## src/rtl/seg_pkg.sv

```systemverilog
// Shared constants and the descriptor type for the linear address generator.
// Assumes a 32-bit linear space and 16-bit selectors.
package seg_pkg;
    localparam int ADDR_W   = 32;
    localparam int SEL_W    = 16;
    localparam int ATTR_W   = 4;
    localparam int RM_SHIFT = 4;
    localparam int A20_BIT  = 20;
    localparam logic [ADDR_W-1:0] RM_LIMIT        = 32'h0000_FFFF;
    localparam logic [ADDR_W-1:0] CODE_RESET_BASE = 32'hFFFF_0000;

    typedef struct packed {
        logic [ADDR_W-1:0] base;
        logic [ADDR_W-1:0] limit;
        logic [ATTR_W-1:0] attr;
    } seg_desc_t;
endpackage

```

## src/rtl/seg_desc_cache.sv

```systemverilog
// Hidden descriptor storage, one entry per segment register.
// Real-mode loads derive base from the selector; explicit loads copy the
// descriptor fields. No mode is stored: entries persist until reloaded.
// Assumes at most one load per cycle; the read port is combinational.
module seg_desc_cache
    import seg_pkg::*;
#(
    parameter int NUM_SEGS = 8,
    parameter int CODE_SEG = 1,
    localparam int SEG_W   = $clog2(NUM_SEGS)
) (
    input  logic              clk,
    input  logic              rst_n,
    input  logic              wr_en,
    input  logic              wr_prot,
    input  logic [SEG_W-1:0]  wr_idx,
    input  logic [SEL_W-1:0]  wr_sel,
    input  logic [ADDR_W-1:0] wr_base,
    input  logic [ADDR_W-1:0] wr_limit,
    input  logic [ATTR_W-1:0] wr_attr,
    input  logic [SEG_W-1:0]  rd_idx,
    output seg_desc_t         rd_desc
);
    localparam int HI_ZERO = ADDR_W - SEL_W - RM_SHIFT;

    seg_desc_t desc_q [NUM_SEGS];
    logic [ADDR_W-1:0] rm_base;

    // Selector scaled by sixteen, zero-extended to the address width.
    always_comb rm_base = {{HI_ZERO{1'b0}}, wr_sel, {RM_SHIFT{1'b0}}};

    for (genvar g = 0; g < NUM_SEGS; g++) begin : g_seg
        localparam logic [ADDR_W-1:0] RST_BASE =
            (g == CODE_SEG) ? CODE_RESET_BASE : '0;

        // One descriptor entry: reset value, explicit load or selector load.
        always_ff @(posedge clk) begin
            if (!rst_n) begin
                desc_q[g].base  <= RST_BASE;
                desc_q[g].limit <= RM_LIMIT;
                desc_q[g].attr  <= '0;
            end else if (wr_en && wr_idx == SEG_W'(g)) begin
                if (wr_prot) begin
                    desc_q[g].base  <= wr_base;
                    desc_q[g].limit <= wr_limit;
                    desc_q[g].attr  <= wr_attr;
                end else begin
                    desc_q[g].base  <= rm_base;
                    desc_q[g].limit <= RM_LIMIT;
                end
            end
        end


        keep_entry_chk: assert property (@(posedge clk) disable iff (!rst_n)
            !(wr_en && wr_idx == SEG_W'(g)) |=> $stable(desc_q[g]));


        rm_shape_chk: assert property (@(posedge clk) disable iff (!rst_n)
            (wr_en && !wr_prot && wr_idx == SEG_W'(g)) |=>
            (desc_q[g].base[RM_SHIFT-1:0] == '0 &&
             desc_q[g].base[ADDR_W-1:SEL_W+RM_SHIFT] == '0 &&
             desc_q[g].limit == RM_LIMIT));
    end

    // Combinational read of the addressed entry.
    always_comb rd_desc = desc_q[rd_idx];


    code_reset_chk: assert property (@(posedge clk)
        !rst_n |=> desc_q[CODE_SEG].base == CODE_RESET_BASE);
endmodule

```

## src/rtl/seg_addr_unit.sv

```systemverilog
// Limit check and linear address formation with one register stage.
// Assumes the descriptor presented is the one for the request's segment.
module seg_addr_unit
    import seg_pkg::*;
(
    input  logic              clk,
    input  logic              rst_n,
    input  logic              req_valid,
    input  logic [ADDR_W-1:0] req_off,
    input  logic              a20_mask,
    input  seg_desc_t         desc,
    output logic              out_valid,
    output logic              out_fault,
    output logic [ADDR_W-1:0] out_addr,
    output logic [ATTR_W-1:0] out_attr
);
    localparam logic [ADDR_W-1:0] A20_ONE = ADDR_W'(1) << A20_BIT;

    logic              over_lim;
    logic [ADDR_W-1:0] sum;
    logic [ADDR_W-1:0] gated;

    // Offset beyond the byte limit faults; the sum wraps naturally.
    always_comb begin
        over_lim = req_off > desc.limit;
        sum      = desc.base + req_off;
        gated    = a20_mask ? (sum & ~A20_ONE) : sum;
    end

    // Result register: exactly one strobe per accepted request.
    always_ff @(posedge clk) begin
        if (!rst_n) begin
            out_valid <= 1'b0;
            out_fault <= 1'b0;
            out_addr  <= '0;
            out_attr  <= '0;
        end else begin
            out_valid <= req_valid && !over_lim;
            out_fault <= req_valid && over_lim;
            if (req_valid && !over_lim) begin
                out_addr <= gated;
                out_attr <= desc.attr;
            end
        end
    end


    fault_excl_chk: assert property (@(posedge clk) disable iff (!rst_n)
        !(out_valid && out_fault));


    fault_raise_chk: assert property (@(posedge clk) disable iff (!rst_n)
        (req_valid && over_lim) |=> out_fault);


    fault_pulse_chk: assert property (@(posedge clk) disable iff (!rst_n)
        (out_fault && !req_valid) |=> !out_fault);


    a20_clear_chk: assert property (@(posedge clk) disable iff (!rst_n)
        (out_valid && $past(a20_mask)) |-> !out_addr[A20_BIT]);


    one_stage_chk: assert property (@(posedge clk) disable iff (!rst_n)
        (out_valid || out_fault) |-> $past(req_valid));
endmodule

```

## src/rtl/seg_linear_gen.sv

```systemverilog
// Top level: descriptor cache feeding the address unit.
// Assumes load and request ports are driven synchronously to clk.
module seg_linear_gen
    import seg_pkg::*;
#(
    parameter int NUM_SEGS = 8,
    parameter int CODE_SEG = 1,
    localparam int SEG_W   = $clog2(NUM_SEGS)
) (
    input  logic              clk,
    input  logic              rst_n,
    input  logic              load_en,
    input  logic              load_prot,
    input  logic [SEG_W-1:0]  load_seg,
    input  logic [SEL_W-1:0]  load_sel,
    input  logic [ADDR_W-1:0] load_base,
    input  logic [ADDR_W-1:0] load_limit,
    input  logic [ATTR_W-1:0] load_attr,
    input  logic              req_valid,
    input  logic [SEG_W-1:0]  req_seg,
    input  logic [ADDR_W-1:0] req_off,
    input  logic              a20_mask,
    output logic              out_valid,
    output logic              out_fault,
    output logic [ADDR_W-1:0] out_addr,
    output logic [ATTR_W-1:0] out_attr
);
    seg_desc_t cur_desc;

    seg_desc_cache #(.NUM_SEGS(NUM_SEGS), .CODE_SEG(CODE_SEG)) u_cache (
        .clk      (clk),
        .rst_n    (rst_n),
        .wr_en    (load_en),
        .wr_prot  (load_prot),
        .wr_idx   (load_seg),
        .wr_sel   (load_sel),
        .wr_base  (load_base),
        .wr_limit (load_limit),
        .wr_attr  (load_attr),
        .rd_idx   (req_seg),
        .rd_desc  (cur_desc)
    );

    seg_addr_unit u_addr (
        .clk       (clk),
        .rst_n     (rst_n),
        .req_valid (req_valid),
        .req_off   (req_off),
        .a20_mask  (a20_mask),
        .desc      (cur_desc),
        .out_valid (out_valid),
        .out_fault (out_fault),
        .out_addr  (out_addr),
        .out_attr  (out_attr)
    );
endmodule

```

## config.mk

```make
export PLATFORM = sky130hd
export DESIGN_NAME = seg_linear_gen
export DESIGN_NICKNAME = d
export VERILOG_FILES = /design/src/rtl/seg_pkg.sv /design/src/rtl/seg_desc_cache.sv /design/src/rtl/seg_addr_unit.sv /design/src/rtl/seg_linear_gen.sv
export SDC_FILE = /design/constraint.sdc
export NUM_CORES = 1
export LEC_CHECK = 0
export ABC_AREA = 0
export BUFFER_PORTS_ARGS = -buffer_cell sky130_fd_sc_hd__buf_2
export CORE_UTILIZATION = 61
export DETAILED_ROUTE_END_ITERATION = 10
export PLACE_DENSITY = 0.84
export SLEW_MARGIN = 20
export SYNTH_ARGS = -nofsm -noshare
export SYNTH_HDL_FRONTEND = slang
export SYNTH_HIERARCHICAL = 1
export SYNTH_SLANG_ARGS = --single-unit
export TNS_END_PERCENT = 50
```

## constraint.sdc

```tcl
create_clock -name clk -period 10.14 [get_ports clk]
set_clock_uncertainty 0.15 [all_clocks]
set_input_delay 2.028 -clock clk [delete_from_list [all_inputs] [get_ports clk]]
set_output_delay 2.028 -clock clk [all_outputs]
set_load 0.01 [all_outputs]
```

After elaboration in Yosys (flattened, before gate mapping):

Memories as Yosys holds them, arrays and structs flattened.
Index checks and enable logic that the tools add are counted.
W data, S select, Z words.

* memories kept: 1
* RAM bits: 544
* latch bits: 0
* bits in registers: 38
* input port bits: 128
* output and inout bits: 38
* memory bits (read-only): 0

Memory list
* u_cache.desc_q: words 8, bits a word 68, rd ports 1, clocked after Yosys merged registers in 0, write ports 8, line seg_desc_cache.sv:26 `seg_desc_t desc_q [NUM_SEGS];`

* equality and inequality tests: 7
* add/subtract/negate cells: 1
* reduce and logical (&&, ||, !) cells: 12
* multiplexer cells: 92
* magnitude comparators: 1
* multipliers: 0
* shift-type cells: 0
* div/mod/pow operators: 0
* bitwise gates (word level): 40

Operators with widths (number)
* $mux W32: 32
* $mux W1: 51
* $or A1 B1 Y1: 40
* $add A32 B32 Y32: 1
* $gt A32 B32 Y1: 1
* $mux W4: 8
* $mux W21: 1
* $eq A3 B3 Y1 const B: 4
* $logic_and A1 B1 Y1: 10
* $eq A3 B2 Y1 const B: 2
* $eq A3 B1 Y1 const B: 1
* $logic_not A3 Y1: 1
* $logic_not A1 Y1: 1

Longest topological paths before layout:

* depth in word-level cells: 7
* gate-level depth with buffers: 16
* depth with buffers taken out: 12

Modules after synthesis:

The synthesis kept the hierarchy.

By module, submodules not included
* seg_desc_cache: sequential area each 16335.7 um^2, times used 1, area each 24822.6 um^2, cells an instance 1503
* seg_addr_unit: sequential area each 760.7 um^2, times used 1, area each 3803.6 um^2, cells an instance 473

Worst setup path after synthesis:

OpenSTA, ideal clock, no wires.

* path type: input-to-reg
* from: input port load_seg[2]
* to: memory u_cache/desc_q[3][10] (netlist bit) (enable)
* data required time: 9.416 ns
* slack: 2.549 ns
* data arrival time: 6.867 ns
* stages: 3
* path buffers: 1
* path through: buf_2 > nand2b_1 > o21ai_0

RTL lines
* start, declared: line seg_linear_gen.sv:14 `input logic [SEG_W-1:0] load_seg,`
* end, declared: line seg_desc_cache.sv:26

==> results.md <==
* Die Wd at around 220 µm
* TritonCTS clock tree: yes
* Final Max Slew Viols at 0
* Share of cells above drive strength 1 at 24.6%
* HP Class: flop to flop
* Minimum clock period at 6.67 ns
* Pre-Repair DR Iteration Count at 5
* Via-per-instance ratio at 6.59
* YS warnings at 6
* LEAKAGE at 0.0115 µW
* Critical path class: input port to flop
* Setup Fix Bufs, Post-CTS at 0
* Nets at 2,293
* Number of library cell types mapped by synthesis at just over 70
* Unrepaired setup endpoints after global routing: no
* Ranking of synthesized cells by area: edfxtp_1, mux4_2, and2_1
* Htree depth at 2
* Register area share after synthesis at around 60%
* Gr usage total at a little under a third
* Async SR Flop Fraction at 0%
* CP max FO at 61
* Crit path launch type: input port
* Largest stage delay, worst path at 0.74 ns
* Top Ports at 166
* #FFs+latches synth at 582
* Top delay family on crit path: compound AO/OA/AOI/OAI gates
* Global route overflow at 0
* Via count at approximately 18k
* First-pass GRT wire length at roughly 110,000 µm
* Synth top area share at 57.1%
* Launching point of the worst reg2reg path: u_cache/desc_q[3][30]
* Clock slew seen by the registers of the worst setup and hold paths at 0.06 ns
* Peak Freq at 150 MHz
* Post-synthesis cell count at 1,976
* Critical path data arrival time at ~7 ns
* Initial antenna violation count at 12
* Most numerous cell in the Yosys netlist: edfxtp_1
* Area growth from synthesis to layout at 11.2%
* CP Cell Sequence: clkbuf_8, buf_4, mux4_2, mux2_2, ha_1, fa_1, a211oi_1, o211ai_1, a221oi_2, a211oi_1, o21a_1, o21a_1, or3_1, a31o_1
* Worst-skew pair later-pin latency at 0.61 ns
* Vias in the first global route at 18.5k
* Max-cap viol count at 0
* Die H at 219 µm
* Min-delay src: u_addr/out_addr[20]
* Largest net degree at the start of global routing at 64
* Post_cts resized at 0
* Mapped Area at 28,600 µm²
* Crit path from: req_seg[0]
* Power per standard cell area at 179 nW/µm²
* CP bufs+invs at 2
* Core ar. at roughly 46,000 µm²
* Slew @ Worst Pin at 1.15 ns
* Max VDD drop at 0.145 mV
* Hpwl dp at 46,100 µm
* CTS sink count at 582
* Fin cells at 2,764
* Largest area contributor in the netlist: edfxtp_1
* Outcome: finished clean
* IO Port Bufs at 165
* Wire per inst at 26.9 µm
* Commonest cells in the netlist: edfxtp_1, and2_1, mux4_2
* Placed Cells at 2,651
* Final RePlAce weighted congestion at 0.953
* Iteration-0 DRC count of the detailed router at 2,408
* DRC viols at 0
* Setup TNS at 0 ns
* Clock tree buffer depth at 3
* Routed Antenna Nets at 0
* Cts hold-fix bufs at 0
* Crit share post-route at about two thirds
* Slowest-stage cell, CP: buf_4
* Crit. End Element: flop
* CP required at about 10 ns
* Row cnt at 79
* Final wirelength at 74,400 µm
* Primary FF master, synth: edfxtp_1
* Starting Density at 61.6%
* Num CTS Buffers at 55
* Mapped Nets at between 2k and 2.5k
* EDFF count, synth at ~540
* Die area at 47,800 µm²
* Final Hold Viols at 0
* Final setup vio count at 0
* Root buffer cell: clkbuf_16
* Avg Cell Area, Syn at between 10 and 15 µm²
* Headroom to the max-slew limit at roughly 22%
==> power breakdown <==
part / switching [µW] / leakage (µW) / internal [µW]
Clock: 872 / 0.000885 / 1180
Sequential: 53.4 / 0.00561 / 2790
Combinational: 475 / 0.00499 / 324
Total: 1400 / 0.0115 / 4300
==> final timing paths <==
kind	to	slack, ns	cells after the start
worst min-delay path	u_addr/out_addr[20]	0.33	2
worst max-delay path	u_addr/out_addr[24]	3.47	14
worst max register to register	u_addr/out_addr[31]	5.38	13
worst min register to register	u_addr/out_addr[20]	0.33	2
==> layer usage <==
layer  GRT usage [%]  part of all wire (%)  vias up
met4            13.1                   3.2        8
met2            49.9                    48     1200
met5               0                 0.062        -
met3            6.78                    11      189
li1                -                     -     7814
met1            42.9                    38     9004
==> state kept, by name (all words and copies together) (netlist names) <==
name	flops
u_addr/out_valid	1
u_addr/out_attr	4
u_addr/out_fault	1
u_addr/out_addr	32
u_cache/desc_q	544
==> cell usage in the layout (no fill, tap or decap), types with 10 or more instances in the layout <==
cell type	count
inv_1	45
ha_1	63
nor2_1	76
edfxtp_1	544
mux4_2	136
buf_2	162
mux2_2	81
a21o_1	15
a21oi_1	45
nand2b_1	38
xnor2_1	15
mux2i_1	27
nand4_1	10
buf_4	38
nand2_1	74
dfxtp_1	38
or3_1	99
and2_1	278
a22o_1	97
clkbuf_16	55
o21ai_0	28
clkbuf_1	14
==> final cells by class <==
| type | count | area (µm²) |
|---|---|---|
| diodes | 9 | 22.5 |
| inverters | 45 | 169 |
| flip-flops and latches | 582 | 17100 |
| clock inverters | 24 | 250 |
| repair buffers | 201 | 1110 |
| multi-input cells | 1216 | 10900 |
| clock buffers | 80 | 1540 |
| well taps | 607 | 759 |
| fillers | 3003 | 14600 |
==> tightest hold or removal path, stage by stage (launching register included) <==
cell and delay [ns]:
dfxtp_1 0.31, nand2_1 0.05, o22ai_1 0.07
==> metrics by stage <==
stage,hold slack [ns],utilization (%),power [µW],worst slack [ns],area [µm²]
after floorplan,0.340,-,3400,2.55,28600
after CTS,0.326,68.4,5700,3.46,31800
final,0.326,68.5,5700,3.47,31800
after global placement,0.303,64.6,3630,2.90,30000
after global routing,0.355,68.5,5870,3.08,31800
after detailed placement,0.315,64.6,3670,2.83,30000
==> logic make-up after synthesis <==
kind of cell    synth area share, %
compound gates                 6.43
xor+xnor                      0.673
fa+ha+maj                      2.82
buf+inv                        2.69
flops                          59.7
mux                            14.8
simple gates                   12.8
(Power assumes the default switching activity.)
